[src/rtl/pwb_pkg.sv]
package pwb_pkg;
  typedef struct packed {
    logic load;     // capture the presented external request into the buffer
    logic posted;   // the captured entry is a posted write
    logic intGo;    // drive the internal port this cycle
    logic selExt;   // response data comes from the external port
  } pwbCtrlT;
endpackage

[src/rtl/pwb_datapath.sv]
module pwb_datapath
  import pwb_pkg::*;
#(
  parameter int ADDR_W = 16,
  parameter int DATA_W = 16
) (
  input  logic              clk,
  input  logic              rstN,
  input  pwbCtrlT           ctrl,
  input  logic              reqWrite,
  input  logic              reqLast,
  input  logic [ADDR_W-1:0] reqAddr,
  input  logic [DATA_W-1:0] reqWdata,
  input  logic              reqHiEn,
  input  logic              reqLoEn,
  input  logic [DATA_W-1:0] intRdata,
  input  logic [DATA_W-1:0] extRdata,
  output logic              bufWrite,
  output logic              bufPosted,
  output logic              bufLast,
  output logic              bufHi,
  output logic              bufLo,
  output logic [DATA_W-1:0] rspData,
  output logic              intSel,
  output logic              intWrite,
  output logic [ADDR_W-1:0] intAddr,
  output logic [DATA_W-1:0] intWdata,
  output logic [ADDR_W-1:0] extAddr,
  output logic [DATA_W-1:0] extWdata
);
  logic [ADDR_W-1:0] bufAddr;
  logic [DATA_W-1:0] bufData;

  always_ff @(posedge clk or negedge rstN) begin
    if (!rstN) begin
      bufAddr   <= '0;
      bufData   <= '0;
      bufWrite  <= 1'b0;
      bufPosted <= 1'b0;
      bufLast   <= 1'b0;
      bufHi     <= 1'b0;
      bufLo     <= 1'b0;
    end else if (ctrl.load) begin
      bufAddr   <= reqAddr;
      bufData   <= reqWdata;
      bufWrite  <= reqWrite;
      bufPosted <= ctrl.posted;
      bufLast   <= reqLast;
      bufHi     <= reqHiEn;
      bufLo     <= reqLoEn;
    end
  end

  assign extAddr  = bufAddr;
  assign extWdata = bufData;
  assign rspData  = ctrl.selExt ? extRdata : intRdata;

  assign intSel   = ctrl.intGo;
  assign intWrite = reqWrite;
  assign intAddr  = reqAddr;
  assign intWdata = reqWdata;

  // buffer contents must not change while a loaded entry is being reloaded twice in a row
  AST_LOAD_SPACING: assert property (@(posedge clk) disable iff (!rstN)
    ctrl.load |=> !ctrl.load) else $error("buffer reloaded back to back");
endmodule

[src/rtl/pwb_control.sv]
module pwb_control
  import pwb_pkg::*;
#(
  parameter int WR_CYCLES = 3
) (
  input  logic    clk,
  input  logic    rstN,
  input  logic    bufEnable,
  input  logic    reqValid,
  input  logic    reqWrite,
  input  logic    reqDead,
  input  logic    reqLast,
  input  logic    reqExt,
  input  logic    bufWrite,
  input  logic    bufPosted,
  input  logic    bufLast,
  input  logic    bufHi,
  input  logic    bufLo,
  output pwbCtrlT ctrl,
  output logic    reqReady,
  output logic    tendN,
  output logic    extCsN,
  output logic    extRdN,
  output logic    extHwrN,
  output logic    extLwrN
);
  localparam int CW = (WR_CYCLES > 2) ? $clog2(WR_CYCLES) : 1;
  localparam logic [CW-1:0] LAST_CNT = CW'(WR_CYCLES - 2);

  typedef enum logic [1:0] {SEQ_IDLE, SEQ_SETUP, SEQ_STROBE} seqT;
  seqT           state;
  logic [CW-1:0] cnt;

  logic busy, lastCyc, intReq, extReq, intOk, postNow, loadNow;

  assign busy    = (state != SEQ_IDLE);
  assign lastCyc = (state == SEQ_STROBE) && (cnt == LAST_CNT);
  assign intReq  = reqValid && (!reqExt || reqDead);
  assign extReq  = reqValid && reqExt && !reqDead;
  assign intOk   = !busy || bufPosted;
  assign postNow = reqWrite && bufEnable;
  assign loadNow = extReq && !busy;

  always_ff @(posedge clk or negedge rstN) begin
    if (!rstN) begin
      state <= SEQ_IDLE;
      cnt   <= '0;
    end else begin
      case (state)
        SEQ_IDLE:   if (loadNow) state <= SEQ_SETUP;
        SEQ_SETUP: begin
          state <= SEQ_STROBE;
          cnt   <= '0;
        end
        SEQ_STROBE: begin
          if (lastCyc) state <= SEQ_IDLE;
          else         cnt   <= cnt + 1'b1;
        end
        default:    state <= SEQ_IDLE;
      endcase
    end
  end

  always_comb begin
    ctrl        = '0;
    ctrl.load   = loadNow;
    ctrl.posted = postNow;
    ctrl.intGo  = intReq && intOk && !reqDead;
    ctrl.selExt = busy && !bufPosted;
  end

  assign reqReady = (intReq && intOk)
                  || (loadNow && postNow)
                  || (extReq && busy && !bufPosted && lastCyc);

  assign tendN   = !((busy && bufLast) || (intReq && reqLast && !busy));
  assign extCsN  = !busy;
  assign extRdN  = !((state == SEQ_STROBE) && !bufWrite);
  assign extHwrN = !((state == SEQ_STROBE) && bufWrite && bufHi);
  assign extLwrN = !((state == SEQ_STROBE) && bufWrite && bufLo);

  AST_SETUP_FIRST: assert property (@(posedge clk) disable iff (!rstN)
    $fell(extCsN) |-> (extRdN && extHwrN && extLwrN)) else $error("strobe in setup");
  AST_EXT_HELD: assert property (@(posedge clk) disable iff (!rstN)
    (busy && bufPosted) |-> !(extReq && reqReady)) else $error("external accepted while busy");
  AST_STALL_ENDS: assert property (@(posedge clk) disable iff (!rstN)
    (extReq && reqReady && !bufEnable) |-> (!extCsN && $past(!extCsN))) else $error("early ready");
  AST_TEND_QUIET: assert property (@(posedge clk) disable iff (!rstN)
    (intReq && reqReady && busy) |-> (tendN || bufLast)) else $error("tend on overlapped internal");
  AST_ONE_STROBE: assert property (@(posedge clk) disable iff (!rstN)
    !extRdN |-> (extHwrN && extLwrN)) else $error("read and write strobes together");
endmodule

[src/rtl/postwr_bus_ctrl.sv]
module postwr_bus_ctrl
  import pwb_pkg::*;
#(
  parameter int ADDR_W    = 16,
  parameter int DATA_W    = 16,
  parameter int WR_CYCLES = 3
) (
  input  logic              clk,
  input  logic              rstN,
  input  logic              bufEnable,
  input  logic              reqValid,
  input  logic              reqWrite,
  input  logic              reqDead,
  input  logic              reqLast,
  input  logic [ADDR_W-1:0] reqAddr,
  input  logic [DATA_W-1:0] reqWdata,
  input  logic              reqHiEn,
  input  logic              reqLoEn,
  output logic              reqReady,
  output logic [DATA_W-1:0] rspData,
  output logic              intSel,
  output logic              intWrite,
  output logic [ADDR_W-1:0] intAddr,
  output logic [DATA_W-1:0] intWdata,
  input  logic [DATA_W-1:0] intRdata,
  output logic              extCsN,
  output logic [ADDR_W-1:0] extAddr,
  output logic [DATA_W-1:0] extWdata,
  output logic              extRdN,
  output logic              extHwrN,
  output logic              extLwrN,
  input  logic [DATA_W-1:0] extRdata,
  output logic              tendN
);
  pwbCtrlT ctrl;
  logic    bufWrite, bufPosted, bufLast, bufHi, bufLo;
  logic    reqExt;

  assign reqExt = reqAddr[ADDR_W-1];

  pwb_control #(.WR_CYCLES(WR_CYCLES)) uCtrl (
    .clk(clk), .rstN(rstN), .bufEnable(bufEnable),
    .reqValid(reqValid), .reqWrite(reqWrite), .reqDead(reqDead),
    .reqLast(reqLast), .reqExt(reqExt),
    .bufWrite(bufWrite), .bufPosted(bufPosted), .bufLast(bufLast),
    .bufHi(bufHi), .bufLo(bufLo),
    .ctrl(ctrl), .reqReady(reqReady), .tendN(tendN),
    .extCsN(extCsN), .extRdN(extRdN), .extHwrN(extHwrN), .extLwrN(extLwrN)
  );

  pwb_datapath #(.ADDR_W(ADDR_W), .DATA_W(DATA_W)) uData (
    .clk(clk), .rstN(rstN), .ctrl(ctrl),
    .reqWrite(reqWrite), .reqLast(reqLast), .reqAddr(reqAddr),
    .reqWdata(reqWdata), .reqHiEn(reqHiEn), .reqLoEn(reqLoEn),
    .intRdata(intRdata), .extRdata(extRdata),
    .bufWrite(bufWrite), .bufPosted(bufPosted), .bufLast(bufLast),
    .bufHi(bufHi), .bufLo(bufLo),
    .rspData(rspData), .intSel(intSel), .intWrite(intWrite),
    .intAddr(intAddr), .intWdata(intWdata),
    .extAddr(extAddr), .extWdata(extWdata)
  );

  AST_DEAD_NO_SEL: assert property (@(posedge clk) disable iff (!rstN)
    (reqValid && reqDead) |-> !intSel) else $error("dead cycle touched internal port");
endmodule

[config.mk]
export PLATFORM = sky130hd
export DESIGN_NAME = postwr_bus_ctrl
export DESIGN_NICKNAME = d
export VERILOG_FILES = /design/src/rtl/pwb_pkg.sv /design/src/rtl/pwb_datapath.sv /design/src/rtl/pwb_control.sv /design/src/rtl/postwr_bus_ctrl.sv
export SDC_FILE = /design/constraint.sdc
export NUM_CORES = 1
export LEC_CHECK = 0
export ABC_AREA = 1
export CAP_MARGIN = 20
export CORE_UTILIZATION = 31
export DETAILED_ROUTE_END_ITERATION = 12
export GPL_TIMING_DRIVEN = 1
export HOLD_SLACK_MARGIN = 0.12
export PLACE_DENSITY_LB_ADDON = 0.15
export SYNTH_ARGS = -nofsm -noshare
export SYNTH_HDL_FRONTEND = slang
export SYNTH_SLANG_ARGS = --single-unit
[constraint.sdc]
create_clock -name clk -period 1.14 [get_ports clk]
set_input_delay 0.171 -clock clk [delete_from_list [all_inputs] [get_ports clk]]
set_output_delay 0.171 -clock clk [all_outputs]
set_load 0.05 [all_outputs]
==> summary.txt <==
run status -> complete, but fails checks
failing checks -> negative setup slack
final setup fails -> 64
Overall Global Routing Usage -> 0.220
P&R area growth vs syn -> 153%
crit start category -> flop
worst hold slack -> 0.358 ns
pin slew with the least headroom to its limit -> 0.225 ns
Max clock buf depth -> 2
sequential share of the synthesized area -> 0.468
TritonCTS buffer count -> 5
vias per inst -> 4.53
CP cell instances -> inv_4 > nand2_8 > buf_12 > nand3_4 > nand2_4 > buf_12
n_diodes -> 0
CP max FO -> 6
Die ar. -> 7410 um^2
Max-slew headroom -> 0.850
Via Count -> 2471
CP bufs+invs -> 3
RSZ-0062 raised after global routing -> yes
synthesis-stage register bit count -> 41
worst endpoint required time -> 0.97 ns
synth cell count leaders -> 143 x nand2_1, 41 x dfrtp_1, 34 x buf_4, 23 x nand3_1, 10 x inv_1
kind of critical path -> reg2out
area leader, netlist -> dfrtp_1
pin count of the biggest net entering global routing -> 42
vias in the first global route -> 2536
Slew Viols, Final -> 0
clk sinks -> 41
TritonCTS clock tree -> yes
First DRT Iteration DRCs -> 99
Tmin final -> 1.59 ns
Power Density -> 2660 nW/um^2
maximum vdd drop -> 0.00150 V
CTS HTree Levels -> 2
Ports -> 161
Core Area -> 6790 um^2
clock-pin slew on the worst setup and hold paths -> 0.09 ns
Max Clock Freq -> 627 MHz
GPL Wtd Cong -> 0.710
Pleak -> 2.58 nW
DP HPWL -> 5540 um
Final Worst Setup Slack -> -0.455 ns
Synth area leaders -> dfrtp_1 47%, nand2_1 25%, buf_4 12%, nand3_1 5.3%, buf_6 2.6%
Initial Util -> 0.322
Die Span Y -> 86.1 um
Post-synth EDFFs -> 0
CP dominant cell by count -> buf_12
Worst Path Arrival -> 1.42 ns
cell family with most CP delay -> buffers and inverters
pre-CTS WS -> -0.378 ns
Post-Syn Area -> 2190 um^2
final WL -> 8550 um
CP peak stage delay -> 0.44 ns
CP max-delay cell -> dfrtp_1
Root Driver -> clkbuf_8
top-area cell type share of the netlist area -> 0.468
WL per Instance -> 15.7 um
die width -> 86.1 um
Final ANT Viol Nets -> 0
critical path capture point type -> output port
initial antenna violation count -> 0
async set or reset register ratio after synthesis -> 1.00
setup_tns -> -18.20 ns
max_cap viols -> 0
count leader, synth -> nand2_1
synthesized area per cell -> 7.74 um^2
Setup Skew -> 0.00837 ns
first-pass detailed-route iteration total -> 4
post-synth net total -> 357
later-pin clock latency in the skew report -> 0.29 ns
FP Rows -> 30
Final Hold Viols -> 0
Mapped Cells -> 283
first-pass GRT wire length -> 12500 um
fin crit share -> 1.40
Synth Flop Type -> dfrtp_1
Worst Hold Class -> in2async
# DRC -> 0
NumNets Final -> 523
grt total ovfl -> 0
share of layout cells above drive strength 1 -> 0.531
IO buf count -> 160
Yosys cell types -> 20
synth warn -> 0
## cell usage in the layout (no fill, tap or decap), types with 2 or more instances in the layout
cell type and count:
nand2_8 3, nand2_2 43, nand2_4 21, clkbuf_8 5, nand3_4 6, buf_12 92
inv_4 2, inv_2 2, buf_6 13, buf_8 4, nand2_1 86, clkdlybuf4s50_1 70
dfrtp_1 40, inv_1 7, buf_16 2, nand3_2 15, buf_4 15, nor2_4 6
nand3_1 2
## layout make-up
class	count	area, um^2
fill	388	1240
sequential	41	1030
clock buffer	6	72.6
timing repair buffer	199	2940
clock inverter	2	38.8
multi-input combinational	190	1300
inverter	12	57.6
tap	96	120
## final timing paths
check                      slack [ns]  cells past startpoint            endpoint           start
max                             -0.45                      6         rspData[10]  uCtrl.state[0]
min                              0.36                      3  uData.extWdata[14]            rstN
max reg2reg                     -0.31                      9         uData.bufLo  uCtrl.state[0]
min reg2reg                      0.50                      2       uData.bufLast   uData.bufLast
max in group asynchronous        0.56                      3     uData.bufPosted            rstN
min in group clk                 0.42                      3         uData.bufHi         reqHiEn
## sequential cells by signal, indices dropped and copies added (netlist names)
signal           flops
uCtrl.cnt            2
uCtrl.state          2
uData.bufHi          1
uData.bufLast        1
uData.bufLo          1
uData.bufPosted      1
uData.bufWrite       1
uData.extAddr       16
uData.extWdata      16
## through the flow
stage | util | instances | power, mW | instance area (um^2)
2_1_floorplan | - | 283 | 7.44 | 2410
3_3_place_gp | 0.717 | 520 | 12.2 | 4870
3_5_place_dp | 0.717 | 520 | 12.3 | 4870
4_1_cts | 0.799 | 542 | 14.4 | 5430
5_1_grt | 0.817 | 546 | 15.3 | 5550
6_report | 0.817 | 546 | 14.8 | 5550
## where the power goes
part           internal [mW]  switching, mW  leakage [nW]
Clock                  0.658          0.512        0.0554
Combinational           5.01           5.78          2.02
Sequential              2.09          0.709         0.509
Total                   7.76           7.00          2.58
## worst min-delay path, stage by stage
cell,delay (ns)
dlygate4sd3_1,0.52
buf_2,0.12
buf_12,0.22
## metal layers
metal  track usage  up-vias  part of all wire
met3        0.0635       21             0.071
met1         0.231     1162              0.36
met2         0.419      115              0.54
li1              -     1173                 -
met5             0        -                 0
met4        0.0667        0             0.032
## cell families after synthesis
group           after synthesis  synth area share
compound gates                4            0.0103
fa+ha+maj                     1           0.00571
simple gates                182             0.344
flops                        41             0.468
buf+inv                      55             0.172
## what timing repair did
action / 4_1_cts / 5_1_grt
resized for setup: 84 / 26
pin swaps: 39 / 9
hold endpoints to repair: 41 / 0
buffers inserted: 7 / 5
gates cloned: 6 / 0
hold buffers: 1 / 0
setup endpoints to repair: 63 / 64
Power figures use the tool's default switching activity.
